### config.mk
export PLATFORM = sky130hd
export DESIGN_NAME = tlb_lookup
export DESIGN_NICKNAME = d
export VERILOG_FILES = /design/src/rtl/tlb_pkg.sv /design/src/rtl/tlb_slot_match.sv /design/src/rtl/tlb_prio_pick.sv /design/src/rtl/tlb_lookup.sv
export SDC_FILE = /design/constraint.sdc
export NUM_CORES = 1
export LEC_CHECK = 0
export BUFFER_PORTS_ARGS = -buffer_cell sky130_fd_sc_hd__buf_2
export CAP_MARGIN = 25
export CORE_MARGIN = 1
export CORE_UTILIZATION = 55
export DETAILED_ROUTE_END_ITERATION = 8
export GPL_ROUTABILITY_DRIVEN = 1
export PLACE_DENSITY = 0.76
export SYNTH_ARGS = -nofsm -noshare
export SYNTH_HDL_FRONTEND = slang
export SYNTH_SLANG_ARGS = --single-unit
### constraint.sdc
create_clock -name clk -period 5.2 [get_ports clk]
set_input_delay 0.26 -clock clk [delete_from_list [all_inputs] [get_ports clk]]
set_output_delay 0.26 -clock clk [all_outputs]
set_load 0.01 [all_outputs]
### src/rtl/tlb_pkg.sv
package tlb_pkg;
    typedef enum logic [1:0] {
        ACC_READ  = 2'b00,
        ACC_WRITE = 2'b01,
        ACC_EXEC  = 2'b10,
        ACC_RSVD  = 2'b11
    } acc_kind_e;

    localparam int ENTRY_W = 64;
    localparam int VA_W    = 32;
    localparam int PA_W    = 36;
    localparam int TAG_W   = 7;
    localparam int VPN_W   = 20;
    localparam int PPN_W   = 23;
    localparam int MAX_MARK = 6;
endpackage

### src/rtl/tlb_slot_match.sv
module tlb_slot_match
    import tlb_pkg::*;
(
    input  logic [ENTRY_W-1:0] entry,
    input  logic [VA_W-1:0]    va,
    input  logic [TAG_W-1:0]   asid,
    input  logic [1:0]         kind,
    input  logic               user,
    output logic               match,
    output logic [PA_W-1:0]    pa,
    output logic               allow
);
    logic               present, shared, xp, small_pg, size_ok;
    logic               en_x, en_w, en_r, en_u, kind_en;
    logic [TAG_W-1:0]   tag;
    logic [VPN_W-1:0]   vpn, vmask;
    logic [PPN_W-1:0]   ppn;
    logic [3:0]         low_cnt;
    logic [VA_W-1:0]    va_keep;

    assign present  = entry[63];
    assign shared   = entry[62];
    assign xp       = entry[61];
    assign tag      = entry[58:52];
    assign vpn      = entry[51:32];
    assign en_x     = entry[31];
    assign en_w     = entry[30];
    assign en_r     = entry[29];
    assign en_u     = entry[28];
    assign ppn      = entry[23:1];
    assign small_pg = entry[0];

    always_comb begin
        size_ok = 1'b1;
        low_cnt = 4'd0;
        if (!small_pg) begin
            size_ok = 1'b0;
            for (int j = MAX_MARK; j >= 1; j--) begin
                if (ppn[j]) begin
                    size_ok = 1'b1;
                    low_cnt = 4'(2 * j);
                end
            end
        end
    end

    assign vmask   = {VPN_W{1'b1}} << low_cnt;
    assign va_keep = ~{vmask, 12'h000};

    assign match = present && size_ok && (shared || (tag == asid))
                   && ((va[31:12] & vmask) == (vpn & vmask));

    assign pa = {xp, ppn & {3'b111, vmask}, 12'h000} | {4'h0, va & va_keep};

    always_comb begin
        unique case (acc_kind_e'(kind))
            ACC_READ:  kind_en = en_r;
            ACC_WRITE: kind_en = en_w;
            ACC_EXEC:  kind_en = en_x;
            default:   kind_en = 1'b0;
        endcase
    end

    assign allow = kind_en && (!user || en_u);
endmodule

### src/rtl/tlb_prio_pick.sv
module tlb_prio_pick #(
    parameter int N     = 8,
    parameter int IDX_W = $clog2(N)
) (
    input  logic [N-1:0]     req,
    output logic             any,
    output logic [IDX_W-1:0] idx
);
    always_comb begin
        idx = '0;
        for (int i = N - 1; i >= 0; i--) begin
            if (req[i]) idx = IDX_W'(i);
        end
    end
    assign any = |req;
endmodule

### src/rtl/tlb_lookup.sv
module tlb_lookup
    import tlb_pkg::*;
#(
    parameter int NUM_ENTRIES = 8,
    parameter int IDX_W       = $clog2(NUM_ENTRIES)
) (
    input  logic               clk,
    input  logic               rst_n,
    input  logic               wr_en,
    input  logic [IDX_W-1:0]   wr_idx,
    input  logic [63:0]        wr_data,
    input  logic               lk_valid,
    input  logic [31:0]        lk_vaddr,
    input  logic [6:0]         lk_asid,
    input  logic [1:0]         lk_kind,
    input  logic               lk_user,
    output logic               rsp_valid,
    output logic               rsp_hit,
    output logic [IDX_W-1:0]   rsp_idx,
    output logic [35:0]        rsp_paddr,
    output logic               rsp_fault
);
    logic [ENTRY_W-1:0]  slots   [NUM_ENTRIES];
    logic [PA_W-1:0]     pa_arr  [NUM_ENTRIES];
    logic [NUM_ENTRIES-1:0] hit_vec, allow_vec;
    logic                any_hit;
    logic [IDX_W-1:0]    sel_idx;

    always_ff @(posedge clk) begin
        if (!rst_n) begin
            for (int i = 0; i < NUM_ENTRIES; i++) slots[i] <= '0;
        end else if (wr_en) begin
            slots[wr_idx] <= wr_data;
        end
    end

    for (genvar g = 0; g < NUM_ENTRIES; g++) begin : g_slot
        tlb_slot_match u_match (
            .entry (slots[g]),
            .va    (lk_vaddr),
            .asid  (lk_asid),
            .kind  (lk_kind),
            .user  (lk_user),
            .match (hit_vec[g]),
            .pa    (pa_arr[g]),
            .allow (allow_vec[g])
        );
    end

    tlb_prio_pick #(.N(NUM_ENTRIES), .IDX_W(IDX_W)) u_pick (
        .req (hit_vec),
        .any (any_hit),
        .idx (sel_idx)
    );

    always_ff @(posedge clk) begin
        if (!rst_n) begin
            rsp_valid <= 1'b0;
            rsp_hit   <= 1'b0;
            rsp_idx   <= '0;
            rsp_paddr <= '0;
            rsp_fault <= 1'b0;
        end else begin
            rsp_valid <= lk_valid;
            rsp_hit   <= lk_valid && any_hit;
            rsp_idx   <= (lk_valid && any_hit) ? sel_idx : '0;
            rsp_paddr <= (lk_valid && any_hit) ? pa_arr[sel_idx] : '0;
            rsp_fault <= lk_valid && any_hit && !allow_vec[sel_idx];
        end
    end
endmodule

==> impl_metrics.tcl, run 1 <==
set metrics [dict create \
    outcome "completed" \
    rsz0062_at_grt "false" \
    clock_power_share_pct 40.6 \
    final_power_w 0.00951 \
    tightest_slew_ns 1.04 \
    hold_path_class "in2reg" \
    routed_via_density 6.18 \
    areaGrowthSynthToFinish_pct 13.8 \
    final_layout_size_suffix_gt1_share_pct 13.8 \
    post_synth_mux_area_share_pct 1.71 \
    power_per_cell_area_nw_per_um2 330 \
    synth_top_cells_by_area "edfxtp_1, and2_1, xor2_1" \
    critPathLaunchType "flop" \
    post_synth_inst_count 2182 \
    synth_top_family_by_area "simple AND/OR/NAND/NOR gates" \
    detail_route.drc_violations 0 \
    grt.total_usage_pct 33.0 \
    final-instance-count-excl-fill 2971 \
    wl_mm 77.0 \
    rows 78 \
    yosys.area_share.xor_xnor_pct 7.48 \
    cellLeakagePower_nw 10.5 \
    detail-route-antenna-nets 0 \
    worst_setup_hold_path_clk_slew_ns 0.06 \
    fillerInstances 3492 \
    critical_path_buf_inv_count 1 \
    core_region_area_um2 45400 \
    grt_antenna_before_repair 4 \
    worst_path_max_delay_cell "nor4_1" \
    synth_enable_flop_cells 464 \
    antenna-diode-count 0 \
    detailedRoute.firstIterationViolations 2341 \
    synth_common_cells "and2_1, edfxtp_1, nand2_1" \
    netSwitchingFraction_pct 23.7 \
    postSynth.asyncResetShare_pct 0 \
    yosys_warning_total 0 \
    power_report.internal_total_w 0.00726 \
    total_switching_power_w 0.00226 \
    grt_first_pass_wirelength_mm 112 \
    ys_ff_latch 506 \
    clock_sink_count 506 \
    synth-simple-area-share_pct 22.7 \
    report.final.slew_viol_count 0 \
    cts_made_buffers 53 \
    grt_start_max_net_pins 59 \
    overflow 0 \
    routed_vias 18300 \
    cts_tree "yes" \
    finalWeightedCongestion 1.01 \
    area_occupied_by_multi_input_gates_um2 10100 \
    drt_pass1_iterations 6 \
    timing.fmax_mhz 203 \
    first_global_vias 17400 \
    netlist_area_um2 25300 \
    post_cts.repair.setup_buffers 0 \
    mean_syn_cell_area_um2 11.6 \
    clk_lat_worst_skew_ns 0.61 \
    seq_power_share_pct 50.5 \
    cp_data_arrival_time_ns 5.38 \
    synth-compound-area-share_pct 7.37 \
    route.detailed.wl_per_inst_um 25.9 \
    placedCellCount 2853 \
    yosysSeqAreaShare_pct 58.4 \
    path_max_fanout 13 \
    die_h_um 216 \
    relative_slew_slack_pct 30.7 \
    yosys.cell_types.count 84 \
    synth_adder_area_share_pct 0 \
    synth-main-ff-cell "edfxtp_1" \
    vdd_ir_drop_max_mv 0.282 \
    number_of_nets_produced_by_synthesis 2295 \
    critical_path.endpoint_type "flop" \
    worst_clock_skew_ns 0.0174 \
    synth_top_cell_by_area "edfxtp_1" \
    crit_required_ns 5.66 \
    fp.dieArea_um2 46900 \
    period_share_pct 94.6 \
    dieWidth_um 216 \
    starting_utilization_of_the_core_area_pct 55.8 \
    fin_hold_viols 0 \
    final_count_of_negative_setup_slack_endpoints 0 \
    finish.net_count 2441 \
    clock_tree.buffer_depth 3 \
    cap_violations 0 \
    cell_type_group_with_the_largest_total_delay_on_the_critical_path "compound AO/OA/AOI/OAI gates" \
    synth_most_common_cell "and2_1" \
    criticalPathCategory "reg2reg" \
    cts-htree-levels 2 \
    period_needed_ns 4.92 \
    comb_pwr_share_pct 9.0 \
    post-synth-top-area-fraction_pct 55.1 \
    crit_chain "nor4_1 -> o21ai_0 -> o311ai_1 -> buf_4 -> nand3_1 -> o22ai_1 -> o211ai_2 -> a21boi_4 -> mux2_2 -> a2111oi_0 -> o221ai_1" \
    post-dp-hpwl_mm 51.0 \
    largest_stage_delay_on_the_critical_path_ns 0.78 \
    io_buffers 148 \
    num_io_pins 155 \
    clock_tree.root_cell "clkbuf_16" \
    final-seq-area_um2 14800 \
]
routing by layer:
layer	routed length, um	global-route usage [%]	vias up
li1	-	-	8146
met1	30700	45.8	9020
met2	35800	52.3	1012
met3	7750	5.74	163
met4	2800	11.9	8
met5	43	0	-
repair_timing:
item / CTS / global route
gates resized for setup: 0 / 1
endpoints found under the setup margin: 0 / 13
endpoints found under the hold margin: 39 / 0
hold buffers: 19 / 0
flip-flops by register name (all words and copies together) (netlist names):
signal / count
rsp_fault: 1
rsp_hit: 1
rsp_idx: 3
rsp_paddr: 36
rsp_valid: 1
slots: 464
cell usage in the layout, fill, tap and decap left out, drive strengths merged, types with 47 or more instances in the layout:
master	Yosys	final
edfxtp	464	464
buf	30	200
nand2	161	161
nand3	56	56
nor2	83	83
and2	485	485
o21ai	47	47
xor2	109	109
clkbuf	98	71
xnor2	107	107
kinds of logic after synthesis:
| logic type | after synthesis |
|---|---|
| AOI/OAI and AO/OA | 259 |
| xor gates and xnor gates | 216 |
| buffers and inverters | 142 |
| DFF | 506 |
| muxes | 41 |
| and+or+nand+nor | 1018 |
worst paths after layout:
check	start	to	slack [ns]	depth (start not counted)
worst max-delay path	slots[3][0]	rsp_paddr[12]	0.28	11
worst min-delay path	wr_data[13]	slots[6][13]	0.02	2
worst max register to register	slots[3][0]	rsp_paddr[12]	0.28	11
worst min register to register	slots[3][14]	rsp_paddr[25]	0.61	3
power by group through the flow:
| stage | logic (W) | registers [W] | clock network (W) |
|---|---|---|---|
| after floorplan | 0.000475 | 0.00487 | 0 |
| after global placement | 0.000797 | 0.00487 | 0 |
| after detailed placement | 0.000814 | 0.00488 | 0 |
| after CTS | 0.000832 | 0.00480 | 0.00388 |
| after global routing | 0.000903 | 0.00482 | 0.00404 |
| final | 0.000852 | 0.00480 | 0.00386 |
metrics by stage:
stage | setup TNS, ns | setup WS, ns | area [um2] | util, % | hold WS, ns
2_1_floorplan | -61.65 | -0.181 | 25300 | - | 0.382
4_1_cts | 0 | 0.358 | 28800 | 63.4 | 0.00112
3_5_place_dp | 0 | 0.401 | 26800 | 59.1 | 0.461
3_3_place_gp | 0 | 0.505 | 26800 | 59.1 | 0.459
6_report | 0 | 0.279 | 28800 | 63.4 | 0.0247
5_1_grt | 0 | 0.144 | 28800 | 63.4 | 0.0165
layout make-up:
type,instances,share of cell area [%]
Inverter,14,0.183
Multi-Input combinational cell,1534,35.0
Clock inverter,27,1.06
Clock buffer,71,5.02
Sequential cell,506,51.3
Tap cell,600,2.61
Timing Repair Buffer,219,4.79
No activity file was read; power rests on OpenSTA's default activity.
==> run 2, diff against run 1 <==
Settings changed: CORE_UTILIZATION 55 to 57, CTS_BUF_LIST set to sky130_fd_sc_hd__clkbuf_2 sky130_fd_sc_hd__clkbuf_4 sky130_fd_sc_hd__clkbuf_8, PLACE_DENSITY 0.76 to 0.78.
==> run 2 against run 1 <==
  * Utilization up 3.3 points
  * Via count up 1.4%
  * Non-clock buffer count up 30
  * Sequential power about the same
  * Critical path depth down 2
  * Largest cell class unchanged
  * Fmax up 8.5%
  * First-iteration DRC count down 6.9%
==> impl_metrics.tcl, run 2 (synthesis results as in run 1) <==
set metrics [dict create \
    rows 76 \
    path_max_fanout 8 \
    min-delay-start "wr_data[39]" \
    grt_start_max_net_pins 59 \
    num_io_pins 155 \
    clock_tree.root_cell "clkbuf_8" \
    largest_stage_delay_on_the_critical_path_ns 0.79 \
    finish.net_count 2500 \
    critical_path_buf_inv_count 0 \
    routed_vias 18600 \
    cellLeakagePower_nw 10.6 \
    timing.critical_path.from "slots[2][3]" \
    timing.fmax_mhz 221 \
    period_needed_ns 4.53 \
    route.detailed.wl_per_inst_um 24.8 \
    core_region_area_um2 43500 \
    post_cts.repair.setup_buffers 0 \
    cts_made_buffers 82 \
    mostFrequentLayoutCells "and2_1, edfxtp_1, nand2_1" \
    grt.total_usage_pct 34.0 \
    critical_path.reg2reg.startpoint "slots[2][3]" \
    placedCellCount 2833 \
    report.final.slew_viol_count 0 \
    cts_tree "yes" \
    routed_via_density 6.12 \
    crit_required_ns 5.77 \
    clock_tree.buffer_depth 3 \
    clk_lat_worst_skew_ns 0.68 \
    hold_path_class "in2reg" \
    worst_path_max_delay_cell "o32ai_1" \
    cp_data_arrival_time_ns 5.10 \
    detail_route.drc_violations 0 \
    post-dp-hpwl_mm 49.3 \
    postLayoutCoreUtil_pct 66.7 \
    fin_hold_viols 0 \
    grt_antenna_before_repair 2 \
    flip_flop_count_of_the_largest_register_after_layout 464 \
    drt_pass1_iterations 6 \
    period_share_pct 87.2 \
    clock_sink_count 506 \
    fp.dieArea_um2 45200 \
    critPathLaunchType "flop" \
    layout.cells.most_common "and2_1" \
    final_count_of_negative_setup_slack_endpoints 0 \
    worst_clock_skew_ns 0.0357 \
    power_per_cell_area_nw_per_um2 312 \
    max_flop_register "slots" \
    outcome "completed" \
    first_global_vias 18200 \
    io_buffers 148 \
    overflow 0 \
    vdd_ir_drop_max_mv 0.223 \
    cap_violations 0 \
    crit_chain "or4_1 -> o32ai_1 -> nand3_1 -> nor4bb_1 -> nor2b_1 -> a21oi_2 -> o21ai_1 -> mux4_2 -> a32o_1" \
    cts-htree-levels 3 \
    wl_mm 75.5 \
    largest_registers "slots x464, rsp_paddr x36, rsp_idx x3" \
    cell_type_group_with_the_largest_total_delay_on_the_critical_path "compound AO/OA/AOI/OAI gates" \
    starting_utilization_of_the_core_area_pct 58.2 \
    detail-route-antenna-nets 0 \
    grt_first_pass_wirelength_mm 111 \
    areaGrowthSynthToFinish_pct 14.6 \
    final.hold.worst_slack_ns 0.0483 \
    rsz0062_at_grt "false" \
    tightest_slew_ns 1.03 \
    die_h_um 213 \
    criticalPathCategory "reg2reg" \
    finalWeightedCongestion 0.983 \
    critical_path.endpoint_type "flop" \
    final_layout_size_suffix_gt1_share_pct 15.6 \
    post_cts_resize_count 0 \
    dieWidth_um 213 \
    relative_slew_slack_pct 31.6 \
    detailedRoute.firstIterationViolations 2180 \
    final-instance-count-excl-fill 3039 \
    worst_setup_hold_path_clk_slew_ns 0.06 \
]
run 2: what timing repair did:
item	4_1_cts	5_1_grt
setup endpoints to repair	0	0
hold buffers	53	0
endpoints found under the hold margin	288	0
run 2: layer usage:
metal,vias to the layer above,wire [um],GRT usage (%)
li1,8267,-,-
met1,9139,29500,46.0
met2,1039,35900,54.8
met3,155,7310,5.54
met4,0,2720,13.9
met5,-,0,0
run 2: metrics by stage:
step                total power (W)  TNS, ns  instance area (um2)  setup WS (ns)
floorplan                   0.00534   -61.65                25300         -0.181
global placement            0.00565        0                26800          0.816
detailed placement          0.00568        0                26800          0.734
CTS                         0.00905        0                28900          0.732
global route                0.00931        0                29000          0.538
finish                      0.00905        0                29000          0.666
run 2: worst paths after layout:
| path | slack (ns) | cells after the start | to |
|---|---|---|---|
| min reg2reg | 0.62 | 2 | rsp_paddr[12] |
| max reg2reg | 0.67 | 9 | rsp_paddr[28] |
| min | 0.05 | 2 | slots[7][39] |
| max | 0.67 | 9 | rsp_paddr[28] |
run 2: power by group:
group | switching, W | leakage (nW) | total [W] | internal (W)
clock network | 0.00159 | 0.853 | 0.00339 | 0.00180
registers | 0.000121 | 4.78 | 0.00480 | 0.00468
logic | 0.000555 | 5.01 | 0.000854 | 0.000298
total | 0.00227 | 10.6 | 0.00905 | 0.00678
run 2: final cells by class:
type / instances / area, um2
flip-flops and latches: 506 / 14800
inverters: 14 / 52.6
diodes: 1 / 2.50
repair buffers: 249 / 1730
multi-input cells: 1534 / 10100
fillers: 3268 / 14500
well taps: 585 / 732
clock inverters: 31 / 151
clock buffers: 119 / 1460
